**src/rtl/mdma_pkg.sv**
```systemverilog
package mdma_pkg;
  localparam int CTRL_W   = 9;
  localparam int CB_EN    = 0;
  localparam int CB_RPT   = 1;
  localparam int CB_MODE  = 2;
  localparam int CB_SINC  = 4;
  localparam int CB_DINC  = 5;
  localparam int CB_SBYTE = 6;
  localparam int CB_DBYTE = 7;
  localparam int CB_LEVEL = 8;

  localparam logic [1:0] MODE_SINGLE = 2'd0;
  localparam logic [1:0] MODE_BLOCK  = 2'd1;
  localparam logic [1:0] MODE_BURST  = 2'd2;

  localparam logic [1:0] SEL_SRC  = 2'd0;
  localparam logic [1:0] SEL_DST  = 2'd1;
  localparam logic [1:0] SEL_SIZE = 2'd2;
  localparam logic [1:0] SEL_CTRL = 2'd3;

  typedef enum logic [1:0] {ST_IDLE, ST_RD, ST_WR} eng_state_e;
endpackage

```
**src/rtl/mdma_chan.sv**
```systemverilog
module mdma_chan
  import mdma_pkg::*;
#(
  parameter int W = 16
) (
  input  logic         clk,
  input  logic         rst_n,
  input  logic         cfg_we,
  input  logic [1:0]   cfg_sel,
  input  logic [W-1:0] cfg_wdata,
  input  logic         trig_i,
  input  logic         step_i,
  output logic         req_o,
  output logic         last_o,
  output logic [W-1:0] src_o,
  output logic [W-1:0] dst_o,
  output logic         sbyte_o,
  output logic         dbyte_o,
  output logic [1:0]   mode_o,
  output logic         done_o
);
  logic [W-1:0]      src_base, src_base_n, dst_base, dst_base_n;
  logic [W-1:0]      src_cur, src_cur_n, dst_cur, dst_cur_n;
  logic [W-1:0]      size_r, size_n, cnt, cnt_n;
  logic [CTRL_W-1:0] ctrl_r, ctrl_n;
  logic              pend, pend_n, active, active_n, trig_q, done_r, done_n;
  logic              rise, fire;
  logic [W-1:0]      s_unit, d_unit;

  assign rise    = trig_i & ~trig_q;
  assign fire    = ctrl_r[CB_LEVEL] ? trig_i : pend;
  assign req_o   = ctrl_r[CB_EN] & (cnt != '0) & (active | fire);
  assign last_o  = (cnt == W'(1));
  assign src_o   = src_cur;
  assign dst_o   = dst_cur;
  assign sbyte_o = ctrl_r[CB_SBYTE];
  assign dbyte_o = ctrl_r[CB_DBYTE];
  assign mode_o  = ctrl_r[CB_MODE+1:CB_MODE];
  assign done_o  = done_r;
  assign s_unit  = ctrl_r[CB_SINC] ? (ctrl_r[CB_SBYTE] ? W'(1) : W'(2)) : '0;
  assign d_unit  = ctrl_r[CB_DINC] ? (ctrl_r[CB_DBYTE] ? W'(1) : W'(2)) : '0;

  always_comb begin
    src_base_n = src_base;
    dst_base_n = dst_base;
    src_cur_n  = src_cur;
    dst_cur_n  = dst_cur;
    size_n     = size_r;
    cnt_n      = cnt;
    ctrl_n     = ctrl_r;
    pend_n     = pend | rise;
    active_n   = active;
    done_n     = 1'b0;
    if (step_i) begin
      pend_n    = rise;
      src_cur_n = src_cur + s_unit;
      dst_cur_n = dst_cur + d_unit;
      cnt_n     = cnt - W'(1);
      active_n  = (mode_o != MODE_SINGLE);
      if (last_o) begin
        done_n   = 1'b1;
        active_n = 1'b0;
        if (ctrl_r[CB_RPT]) begin
          cnt_n     = size_r;
          src_cur_n = src_base;
          dst_cur_n = dst_base;
        end else begin
          ctrl_n[CB_EN] = 1'b0;
        end
      end
    end
    if (cfg_we) begin
      unique case (cfg_sel)
        SEL_SRC:  begin src_base_n = cfg_wdata; src_cur_n = cfg_wdata; end
        SEL_DST:  begin dst_base_n = cfg_wdata; dst_cur_n = cfg_wdata; end
        SEL_SIZE: begin size_n = cfg_wdata; cnt_n = cfg_wdata; end
        default: begin
          ctrl_n   = cfg_wdata[CTRL_W-1:0];
          pend_n   = 1'b0;
          active_n = 1'b0;
        end
      endcase
    end
  end

  always_ff @(posedge clk or negedge rst_n) begin
    if (!rst_n) begin
      src_base <= '0;
      dst_base <= '0;
      src_cur  <= '0;
      dst_cur  <= '0;
      size_r   <= '0;
      cnt      <= '0;
      ctrl_r   <= '0;
      pend     <= 1'b0;
      active   <= 1'b0;
      trig_q   <= 1'b0;
      done_r   <= 1'b0;
    end else begin
      src_base <= src_base_n;
      dst_base <= dst_base_n;
      src_cur  <= src_cur_n;
      dst_cur  <= dst_cur_n;
      size_r   <= size_n;
      cnt      <= cnt_n;
      ctrl_r   <= ctrl_n;
      pend     <= pend_n;
      active   <= active_n;
      trig_q   <= trig_i;
      done_r   <= done_n;
    end
  end
endmodule

```
**src/rtl/mdma_arb.sv**
```systemverilog
module mdma_arb #(
  parameter int NCH = 3,
  localparam int IW = (NCH > 1) ? $clog2(NCH) : 1
) (
  input  logic [NCH-1:0] req_i,
  input  logic           rotate_i,
  input  logic [IW-1:0]  last_i,
  output logic           valid_o,
  output logic [IW-1:0]  gnt_o
);
  int c;

  always_comb begin
    valid_o = |req_i;
    gnt_o   = '0;
    c       = 0;
    for (int off = NCH - 1; off >= 0; off--) begin
      c = rotate_i ? ((int'(last_i) + 1 + off) % NCH) : off;
      if (req_i[c]) gnt_o = IW'(c);
    end
  end
endmodule

```
**src/rtl/mdma_top.sv**
```systemverilog
module mdma_top
  import mdma_pkg::*;
#(
  parameter int NCH       = 3,
  parameter int W         = 16,
  parameter int BURST_LEN = 4,
  localparam int IW = (NCH > 1) ? $clog2(NCH) : 1,
  localparam int BW = $clog2(BURST_LEN + 1)
) (
  input  logic           clk,
  input  logic           rst_n,
  input  logic           cfg_we,
  input  logic [IW-1:0]  cfg_ch,
  input  logic [1:0]     cfg_sel,
  input  logic [W-1:0]   cfg_wdata,
  input  logic [NCH-1:0] trig_req,
  input  logic           rotate_pri,
  output logic [W-1:0]   mem_addr,
  output logic           mem_rd,
  output logic           mem_wr,
  output logic           mem_byte,
  output logic [W-1:0]   mem_wdata,
  input  logic [W-1:0]   mem_rdata,
  output logic [NCH-1:0] done_irq
);
  eng_state_e     state, state_n;
  logic [IW-1:0]  gnt, gnt_n, last_gnt, last_gnt_n, arb_idx;
  logic [BW-1:0]  beat, beat_n;
  logic [W-1:0]   data_q, data_n;
  logic           arb_valid;
  logic [NCH-1:0] req, last, sbyte, dbyte, step;
  logic [W-1:0]   src_a [NCH];
  logic [W-1:0]   dst_a [NCH];
  logic [1:0]     mode_a [NCH];

  for (genvar g = 0; g < NCH; g++) begin : g_ch
    mdma_chan #(.W(W)) u_ch (
      .clk      (clk),
      .rst_n    (rst_n),
      .cfg_we   (cfg_we && (cfg_ch == IW'(g))),
      .cfg_sel  (cfg_sel),
      .cfg_wdata(cfg_wdata),
      .trig_i   (trig_req[g]),
      .step_i   (step[g]),
      .req_o    (req[g]),
      .last_o   (last[g]),
      .src_o    (src_a[g]),
      .dst_o    (dst_a[g]),
      .sbyte_o  (sbyte[g]),
      .dbyte_o  (dbyte[g]),
      .mode_o   (mode_a[g]),
      .done_o   (done_irq[g])
    );
  end

  mdma_arb #(.NCH(NCH)) u_arb (
    .req_i   (req),
    .rotate_i(rotate_pri),
    .last_i  (last_gnt),
    .valid_o (arb_valid),
    .gnt_o   (arb_idx)
  );

  always_comb begin
    state_n    = state;
    gnt_n      = gnt;
    last_gnt_n = last_gnt;
    beat_n     = beat;
    data_n     = data_q;
    step       = '0;
    unique case (state)
      ST_IDLE: begin
        beat_n = '0;
        if (arb_valid) begin
          gnt_n   = arb_idx;
          state_n = ST_RD;
        end
      end
      ST_RD: begin
        data_n  = sbyte[gnt] ? {{(W-8){1'b0}}, mem_rdata[7:0]} : mem_rdata;
        state_n = ST_WR;
      end
      ST_WR: begin
        step[gnt]  = 1'b1;
        last_gnt_n = gnt;
        beat_n     = beat + BW'(1);
        state_n    = ST_IDLE;
        if ((mode_a[gnt] != MODE_SINGLE) && !last[gnt]) begin
          if ((mode_a[gnt] == MODE_BURST) && (beat_n == BW'(BURST_LEN))) begin
            beat_n = '0;
          end else begin
            state_n = ST_RD;
          end
        end
      end
      default: state_n = ST_IDLE;
    endcase
  end

  always_ff @(posedge clk or negedge rst_n) begin
    if (!rst_n) begin
      state    <= ST_IDLE;
      gnt      <= '0;
      last_gnt <= IW'(NCH - 1);
      beat     <= '0;
      data_q   <= '0;
    end else begin
      state    <= state_n;
      gnt      <= gnt_n;
      last_gnt <= last_gnt_n;
      beat     <= beat_n;
      data_q   <= data_n;
    end
  end

  assign mem_rd    = (state == ST_RD);
  assign mem_wr    = (state == ST_WR);
  assign mem_addr  = mem_rd ? src_a[gnt] : (mem_wr ? dst_a[gnt] : '0);
  assign mem_byte  = mem_rd ? sbyte[gnt] : (mem_wr & dbyte[gnt]);
  assign mem_wdata = dbyte[gnt] ? {{(W-8){1'b0}}, data_q[7:0]} : data_q;
endmodule

```
**config.mk**
```make
export PLATFORM = sky130hd
export DESIGN_NAME = mdma_top
export DESIGN_NICKNAME = d
export VERILOG_FILES = /design/src/rtl/mdma_pkg.sv /design/src/rtl/mdma_chan.sv /design/src/rtl/mdma_arb.sv /design/src/rtl/mdma_top.sv
export SDC_FILE = /design/constraint.sdc
export NUM_CORES = 1
export LEC_CHECK = 0
export BUFFER_PORTS_ARGS = -buffer_cell sky130_fd_sc_hd__buf_2
export CAP_MARGIN = 20
export CORE_UTILIZATION = 40
export CTS_CLUSTER_DIAMETER = 100
export DETAILED_ROUTE_END_ITERATION = 10
export GPL_ROUTABILITY_DRIVEN = 1
export GPL_TIMING_DRIVEN = 0
export PLACE_DENSITY = 0.63
export SLEW_MARGIN = 25
export SYNTH_ARGS = -nofsm -noshare
export SYNTH_HDL_FRONTEND = slang
export SYNTH_SLANG_ARGS = --single-unit
```
**constraint.sdc**
```tcl
create_clock -name clk -period 3.89 [get_ports clk]
set_clock_uncertainty 0.2 [all_clocks]
set_input_delay 0.389 -clock clk [delete_from_list [all_inputs] [get_ports clk]]
set_output_delay 0.389 -clock clk [all_outputs]
set_load 0.01 [all_outputs]
```
After elaboration in Yosys (flattened, before gate mapping)
Cells that the tools add are included.

Add/sub/neg operators: 13. Divide/modulo/power cells: 3. Magnitude comparators: 6. Eq/ne operators: 12. Multiplexer cells: 147. Bitwise operators: 21. Reduce and logical (&&, ||, !) cells: 33.

Operator list (count): two-way mux 16 bit (53); adder 16 bit (6); < comparator 32 x 4 -> 1 bit, second input constant (3); modulo 32 x 3 -> 32 bit, second input constant (3); two-way mux 32 bit (3); binary-select mux 16 bit (select 2 bit) (2); two-way mux 1 bit (58); equality test 16 x 1 -> 1 bit, second input constant (3); nonzero test 16 bit (3); subtractor 16 x 1 -> 16 bit, second input constant (3); two-way mux 2 bit (18); adder 32 x 2 -> 32 bit, second input constant (1); adder 32 x 3 -> 32 bit, second input constant (1); AND reduction 2 bit (13); binary-select mux 1 bit (select 2 bit) (6); bitwise AND 1 bit (10); nonzero test 2 bit (5); two-way mux 3 bit (3); equality test 2 bit, second input constant (4); equality test 2 x 1 -> 1 bit, second input constant (3); logical AND 1 bit (6); zero test 2 bit (3); bitwise OR 1 bit (6); one-hot mux 2 bit (3 select lines) (1); 14 further kinds (18).

Register bits: 352. Output and inout bits: 38. Logic and storage cells: 276.

Logic depth before layout (Yosys ltp)
Gate-level depths: netlist (run 1).

Depth after elaboration: 10. Gate-level depth with buffers: 10. Gate-level depth less buffers: 10.

Cells and area by module
Synthesis (run 1) repeated with hierarchy kept, for this count alone.

Cells, all modules: 2447. Area, all modules: 20194.4 um2.

By module, submodules not included: mdma_chan (g_ch[0].u_ch ...) (times used 2, cells an instance 720, area an instance 5975.7 um2); mdma_chan (g_ch[2].u_ch) (times used 1, cells an instance 718, area an instance 5955.7 um2); mdma_top (times used 1, cells an instance 262, area an instance 2114.5 um2); mdma_arb (times used 1, cells an instance 27, area an instance 172.7 um2).

Least setup slack after synthesis (run 1)
Ideal clock, no wire load.

Path type: reg-to-reg. Start point: reg g_ch[1].u_ch.ctrl_r[7]. End point: reg g_ch[1].u_ch.dst_cur[10]. Arrival time: 2364 ps. Slack: 1204 ps. Stages on the path, launching flop included: 10. Path through: dfrtp_1 > and2_1 > ha_1 > inv_1 > fa_1 > nor4b_1 > nand3_1 > mux2_2 > o21ai_0 > o21ai_1.

Longest elaborated chain between the ends: 8.

Ends and longest elaborated chain: from (decl) (line mdma_chan.sv:25) `logic [CTRL_W-1:0] ctrl_r, ctrl_n;`; from (signal assigned) (line mdma_chan.sv:106) `ctrl_r <= ctrl_n;`; two-way mux 2 bit (*) (2 in series) (line mdma_chan.sv:41) `assign d_unit = ctrl_r[CB_DINC] ? (ctrl_r[CB_DBYTE] ? W'(1) : W'(2)) : '0;`; adder 16 bit (*) (line mdma_chan.sv:57) `dst_cur_n = dst_cur + d_unit;`; two-way mux 16 bit (line mdma_chan.sv:63) `if (ctrl_r[CB_RPT]) begin`; two-way mux 16 bit (*) (line mdma_chan.sv:60) `if (last_o) begin`; two-way mux 16 bit (*) (line mdma_chan.sv:54) `if (step_i) begin`; two-way mux 16 bit (line mdma_chan.sv:73) `unique case (cfg_sel)`; two-way mux 16 bit (*) (line mdma_chan.sv:72) `if (cfg_we) begin`; via g_ch[1].u_ch.dst_cur_n[10] (line mdma_chan.sv:23) `logic [W-1:0] src_cur, src_cur_n, dst_cur, dst_cur_n;`; to (signal assigned) (line mdma_chan.sv:103) `dst_cur <= dst_cur_n;`; to (decl) (line mdma_chan.sv:23).

The timed path passes the listed nets; every way through them passes the cells marked *. A chain may end at the register's enable or synchronous reset.

Worst setup path in the final report (run 1)
Start point: reg gnt[0]. End point: out mem_addr[8].

Longest elaborated chain between the ends: 6. Elaborated cells between the ends (all ways): 9.

Ends and longest elaborated chain: from (decl) (line mdma_top.sv:27) `logic [IW-1:0] gnt, gnt_n, last_gnt, last_gnt_n, arb_idx;`; from (signal assigned) (line mdma_top.sv:109) `gnt <= gnt_n;`; NOT 2 -> 3 bit (not written as such) (*) (line mdma_top.sv:118) `assign mem_addr = mem_rd ? src_a[gnt] : (mem_wr ? dst_a[gnt] : '0);`; binary-select mux 16 bit (select 2 bit) (line mdma_top.sv:118); two-way mux 16 bit (not written as such) (2 in series) (line mdma_top.sv:118); two-way mux 16 bit (line mdma_top.sv:118); two-way mux 16 bit (*) (line mdma_top.sv:118); to (decl) (line mdma_top.sv:18) `output logic [W-1:0] mem_addr,`.

Mark *: on every way between the ends. The rest lies on a longest branch, timed or not. The select of a mux whose other input is x is not followed.

==> reports/results.tsv, run 1 <==
stage	metric	value	unit
outcome	status	finished clean	
drt	avgRoutedWirePerCell	24.3	um
layout	drive_gt1_share	10.0	%
layout	instances_no_fill	3118	
global_route	grt_use_met3	6.90	%
global_route	grt_max_degree	91	
setup_path	arrival	3.17	ns
yosys	yosysMostFrequentCell	nand2_1	
sta	period_share	96.7	%
yosys	ys_seq_area_share	45.5	%
setup_path	slowest_stage	clkbuf_1	
drt	drt_iter0_markers	2331	
drt	drc	0	
pwr	vdd_drop_max	388	uV
clock_network	clock_path_buffers	3	
yosys	postSynth.asyncResetShare	100	%
floorplan	dieWidth	222	um
setup_path	cp_common_cell	clkbuf_1	
global_route	grt_pass1_vias	18200	
yosys	synth_cell_types	72	
placed_design	hpwlAfterDp	52200	um
layout	area_delta_synth_final	16.0	%
floorplan	core	0.0477	sq mm
setup_path	critPathBufInv	3	
yosys	yosys-top-cells-area	dfrtp_1 45%, nand2_1 11%, o21ai_0 4.1%, a21oi_1 3.1%, clkbuf_1 2.7%	
worst_hold_path	hold_start	cfg_wdata[1]	
yosys	synth_commonest_cells	593 x nand2_1, 351 x dfrtp_1, 157 x o21ai_0	
floorplan	start_util	40.5	%
global_route	grt_pass1_wl	115000	um
setup_path	crit_chain	clkbuf_1 -> nand2b_1 -> nor2_2 -> clkbuf_1 -> a22oi_1 -> o21ai_0 -> buf_2	
worst_hold_path	min_path_type	input port to flop	
layout	nFillCells	4601	
floorplan	io_pins	81	
yosys	syn-mean-instance-area	8.35	sq um
setup_path	start_kind	flop	
yosys	syn_nets	2390	
drt	wirelength	75700	um
placed_design	detailed_place.area	0.0207	sq mm
placed_design	port_buffers	73	
yosys	synth_top_cell_by_area	dfrtp_1	
clock_network	post_cts_buffers	0	
global_route	top_usage_layer	met2	
global_route	overflow	0	
setup_path	crit_path_max_incr_delay	0.58	ns
sta	drv_slew	0	
placed_design	dp.cells	3010	
clock_network	clkTransAtPathRegs	0.06	ns
floorplan	chipHeight	222	um
setup_path	worstSetupPathType	flop to output port	
drt	num_vias	19000	
clock_network	cts_buffers	42	
global_route	antenna_found_initial	4	
clock_network	htreeDepth	2	
yosys	ys_warn_count	0	
yosys	synth_ff_type	dfrtp_1	
worst_hold_path	worstHoldEndpoint	g_ch[0].u_ch.src_o[1]	
floorplan	die_area	0.0493	sq mm
sta	whs	0.0440	ns
pwr	power.density	629	mW/mm^2
yosys	synth.top_cell.area_share	45.4	%
setup_path	r2r-end	g_ch[2].u_ch.cnt[14]	
pwr	fin_total_pwr	14100	uW
sta	clock.fmax	0.266	GHz
clock_network	clkLatencyLatePin	0.58	ns
setup_path	cp_data_required_time	3.30	ns
yosys	synth_cells	2318	
yosys	synth-edff-count	0	
sta	period_minus_slack	3.76	ns
sta	final_hold_viol_count	0	
placed_design	place_congestion	0.987	
setup_path	setup.worst_path.end_class	output port	
clock_network	cts_tree	yes	
clock_network	cts.sinks	352	
yosys	syn_area	0.0194	sq mm
yosys	ys_seq_elements	352	
sta	tns	0	ns
worst_hold_path	worstHoldPathCells	3	
drt	dr.pass1.iters	6	
sta	finalSetupViolations	0	
global_route	grt_use_total	30.7	%
setup_path	cp_top_family	buffers and inverters	
sta	slew_headroom	32.4	%
setup_path	reg2reg_slack	0.26	ns
layout	final_area	0.0225	sq mm
setup_path	crit_fanout	10	
setup_path	reg2reg_from	state[0]	
layout	fin_nets	2541	
setup_path	r2r_cells	9	
pwr	p_leak	0.00997	uW
global_route	grt.met1_usage	41.5	%
global_route	grt.met2_usage	45.6	%
drt	viasPerCell	6.11	
job	cap_viol_max_count	0	
clock_network	root_buffer	clkbuf_16	
floorplan	row_count	80	
sta	rsz0062_at_grt	false	
drt	detail-route-antenna-nets	0	
sta	tightest_slew	1.00	ns
## cells by family (layout without fill, tap and decap cells)
family / count (synthesis) / after routing / share of synthesized area [%]
buffers and inverters: 231 / 414 / 4.90
adders and majority gates: 29 / 29 / 2.11
DFF: 352 / 352 / 45.5
muxes: 78 / 78 / 4.31
AOI/OAI and AO/OA: 629 / 629 / 20.3
and+or+nand+nor: 999 / 999 / 22.8
other: 0 / 2 / 0
## flip-flops by register name, indices dropped and copies added, names as in the netlist
register / cells
beat: 3
data_q: 16
g_ch.u_ch.active: 3
g_ch.u_ch.cnt: 48
g_ch.u_ch.ctrl_r: 27
g_ch.u_ch.done_o: 3
g_ch.u_ch.dst_base: 48
g_ch.u_ch.dst_o: 48
g_ch.u_ch.pend: 3
g_ch.u_ch.size_r: 48
g_ch.u_ch.src_base: 48
g_ch.u_ch.src_o: 48
g_ch.u_ch.trig_q: 3
gnt: 2
last_gnt: 2
state: 2
## per-stage QoR
stage	utilization, %	setup WS, ns
2_1_floorplan	-	1.20
3_3_place_gp	42.9	-4.83
3_5_place_dp	43.3	0.401
4_1_cts	47.0	0.0342
5_1_grt	47.0	0.0556
6_report	47.0	0.129
## worst reg2reg max path, delay by kind of cell, from the launching register on
family                 cells  cell delay, ns
AOI/OAI and AO/OA          2            0.30
buffers and inverters      4            2.14
DFF                        1            0.44
and+or+nand+nor            3            0.44
## how the worst max path moves through the flow
| stage | startpoint | cells past startpoint | slack [ns] | endpoint |
|---|---|---|---|---|
| after global placement | rst_n | 1 | -4.83 | g_ch[1].u_ch.src_base[12] |
| after floorplan | g_ch[1].u_ch.ctrl_r[7] | 9 | 1.20 | g_ch[1].u_ch.dst_o[10] |
| after CTS | gnt[1] | 6 | 0.03 | mem_byte |
| final | gnt[0] | 7 | 0.13 | mem_addr[8] |
| after detailed placement | state[0] | 8 | 0.40 | g_ch[2].u_ch.src_o[13] |
| after global routing | gnt[1] | 6 | 0.06 | mem_byte |
## repair_timing
action                     in CTS  in global routing
gates resized for setup         2                  3
hold buffers                   30                  0
cloned                          0                  0
hold endpoints to repair      149                  0
setup endpoints to repair      11                 17
## final cells by class
type	count	area, sq um	area share [%]
multi-input cells	1735	9630	42.9
flip-flops and latches	352	8810	39.2
clock buffers	59	1260	5.60
repair buffers	107	786	3.50
well taps	615	769	3.43
plain buffers	168	734	3.27
inverters	63	236	1.05
clock inverters	17	225	1.00
diodes	2	5.00	0.0223
## routing by layer
metal,up-vias,share of wire (%)
met1,9278,41
met4,2,5.9
met3,241,10
met5,-,0.017
met2,1084,43
li1,8442,-
## power breakdown
group	internal (uW)	switching, uW	leakage, uW
Combinational	1590	2610	0.00487
Sequential	4630	1020	0.00437
Clock	2580	1690	0.000728
Total	8810	5320	0.00997
## cells in the final DEF (no fill, tap or decap), drive strengths merged, types with 51 or more instances in the layout
master and count:
o21ai 216, buf 105, nor3 72, clkbuf 199
nor2 123, inv 62, dfrtp 351, a21oi 121
nand2 593, nand3 51
Note: power is estimated with default switching activity, not from simulation.
==> run 2, diff against run 1 <==
CTS_CLUSTER_SIZE = 40   (was default)
RECOVER_POWER = 100   (was default)
clock period = 3.99 ns   (was 3.89 ns; I/O delays follow)
==> run 2 against run 1 <==
The run now ends with capacitance limit, slew limit left. Core utilization is 2.2 points lower. Sequential share of layout area is 1.9 points higher. Worst setup slack better by 0.016 ns. Wire length is 1.3% lower. Hold slack better by 0.065 ns. Sequential cell count stayed put. First-iteration DRC count is 13% higher. Final cell count is 1.5% lower. Clock power is 46% lower.
==> reports/results.tsv, run 2 (synthesis gave the netlist of run 1 again) <==
stage	metric	value	unit
sta	tightest_slew	2.16	ns
drt	num_vias	18900	
global_route	grt_max_degree	91	
layout	drive_gt1_share	5.54	%
sta	fin_ws	0.145	ns
layout	layout_commonest_cell	nand2_1	
pwr	intPower	6940	uW
drt	wirelength	74800	um
placed_design	hpwlAfterDp	52200	um
setup_path	worstSetupPathType	flop to output port	
setup_path	reg2reg_slack	0.27	ns
sta	final_hold_viol_count	0	
sta	period_minus_slack	3.84	ns
setup_path	cp_data_required_time	3.39	ns
setup_path	reg2reg_from	g_ch[1].u_ch.cnt[1]	
drt	viasPerCell	6.14	
layout	fin_nets	2516	
sta	rsz0062_at_grt	false	
global_route	antenna_found_initial	4	
clock_network	cts_buffers	16	
floorplan	chipHeight	222	um
drt	avgRoutedWirePerCell	24.3	um
setup_path	crit_chain	clkbuf_1 -> nand2b_1 -> nor2_2 -> clkbuf_1 -> a22oi_1 -> o21ai_0 -> clkbuf_2	
layout	fin_util	44.8	%
setup_path	crit_fanout	10	
pwr	p_sw	4900	uW
pwr	power.density	553	mW/mm^2
outcome	violations	capacitance limit, slew limit	
floorplan	dieWidth	222	um
sta	period_share	96.4	%
clock_network	cts.sinks	352	
setup_path	start_kind	flop	
global_route	grt_pass1_wl	113000	um
sta	drv_slew	162	
sta	clock.fmax	0.260	GHz
clock_network	clkLatencyLatePin	0.57	ns
layout	area_delta_synth_final	10.6	%
clock_network	root_buffer	clkbuf_16	
global_route	grt_use_total	30.1	%
placed_design	place_congestion	0.987	
setup_path	setup.worst_path.end_class	output port	
clock_network	clock_path_buffers	3	
floorplan	start_util	40.5	%
drt	drc	0	
setup_path	crit_path_max_incr_delay	0.54	ns
drt	detail-route-antenna-nets	0	
sta	finalSetupViolations	0	
placed_design	place_ws	0.501	ns
job	cap_viol_max_count	3	
setup_path	r2r-end	g_ch[1].u_ch.src_o[4]	
floorplan	row_count	80	
clock_network	clkTransAtPathRegs	0.14	ns
global_route	overflow	0	
pwr	pwr-share-seq	46.4	%
floorplan	die_area	0.0493	sq mm
outcome	status	finished with violations	
sta	whs	0.109	ns
pwr	pwr-share-clk	19.6	%
sta	slew_headroom	-44.1	%
setup_path	r2r_cells	10	
clock_network	post_cts_buffers	0	
layout	layout_common_cells	593 x nand2_1, 351 x dfrtp_1, 197 x o21ai_0	
setup_path	slowest_stage	clkbuf_1	
global_route	grt_pass1_vias	17900	
placed_design	port_buffers	73	
clock_network	cts_tree	yes	
pwr	p_leak	0.00927	uW
drt	drt_iter0_markers	2630	
floorplan	io_pins	81	
setup_path	cp_common_cell	clkbuf_1	
clock_network	htreeDepth	1	
worst_hold_path	min_path_type	input port to asynchronous set/reset pin	
pwr	vdd_drop_max	420	uV
pwr	p_comb_share	34.1	%
setup_path	arrival	3.25	ns
floorplan	core	0.0477	sq mm
drt	dr.pass1.iters	6	
pwr	netSwitchingFraction	41.4	%
[run 2: cell types whose count changed in the layout (fill, tap and decap cells not counted), moves of 4 or more]
cell / previous run / this run
buf_2: 81 / 24
clkbuf_16: 43 / 17
o21ai_0: 157 / 197
clkinv_2: 7 / 0
clkbuf_1: 127 / 188
clkbuf_8: 12 / 1
o21ai_1: 59 / 19
bufinv_16: 5 / 1
[run 2: cell type report]
class	count	area, sq um
Buffer	168	699
Antenna cell	2	5.00
Fill cell	4733	26300
Clock inverter	10	176
Tap cell	615	769
Multi-Input combinational cell	1735	9590
Timing Repair Buffer	108	688
Sequential cell	352	8810
Inverter	63	236
Clock buffer	18	439
[run 2: worst max-delay path, delay by kind of cell, from the launching register on]
| family | cells | cell delay (ns) |
|---|---|---|
| compound gates | 2 | 0.44 |
| simple gates | 2 | 0.67 |
| flops | 1 | 0.38 |
| buf+inv | 3 | 1.21 |
[run 2: power by group through the flow]
stage	registers (uW)	logic [uW]	clock network (uW)
global placement	5480	3870	0
global route	5590	4430	2460
floorplan	5130	2730	0
detailed placement	5510	3980	0
CTS	5440	4020	2340
finish	5490	4030	2320
[run 2: metal layers]
metal  global-route usage (%)  vias to the layer above  part of all wire (%)
met5                        0                        -                 0.017
met4                     14.8                        2                   5.5
met3                     6.37                      206                    11
met2                     45.2                     1107                    43
met1                     41.2                     9196                    41
li1                         -                     8356                     -
[run 2: worst max path at each step]
stage / from / endpoint
floorplan: g_ch[1].u_ch.ctrl_r[7] / g_ch[1].u_ch.dst_o[10]
global placement: rst_n / g_ch[1].u_ch.src_base[12]
detailed placement: state[0] / g_ch[2].u_ch.src_o[13]
CTS: gnt[0] / mem_addr[1]
global route: gnt[0] / mem_addr[1]
finish: gnt[0] / mem_addr[1]
[run 2: repair_timing]
| item | 4_1_cts | 5_1_grt |
|---|---|---|
| gates resized for setup | 1 | 2 |
| setup endpoints to repair | 2 | 20 |
| hold endpoints to repair | 154 | 0 |
| hold buffers | 31 | 0 |
[run 2: metrics by stage]
stage	setup TNS [ns]	total power, uW	cell area [sq um]	cells
6_report	0	11800	21400	3071
3_5_place_dp	0	9490	20700	3010
2_1_floorplan	0	7860	19400	2318
3_3_place_gp	-1654.60	9350	20500	3006
4_1_cts	0	11800	21600	3069
5_1_grt	0	12500	21400	3069
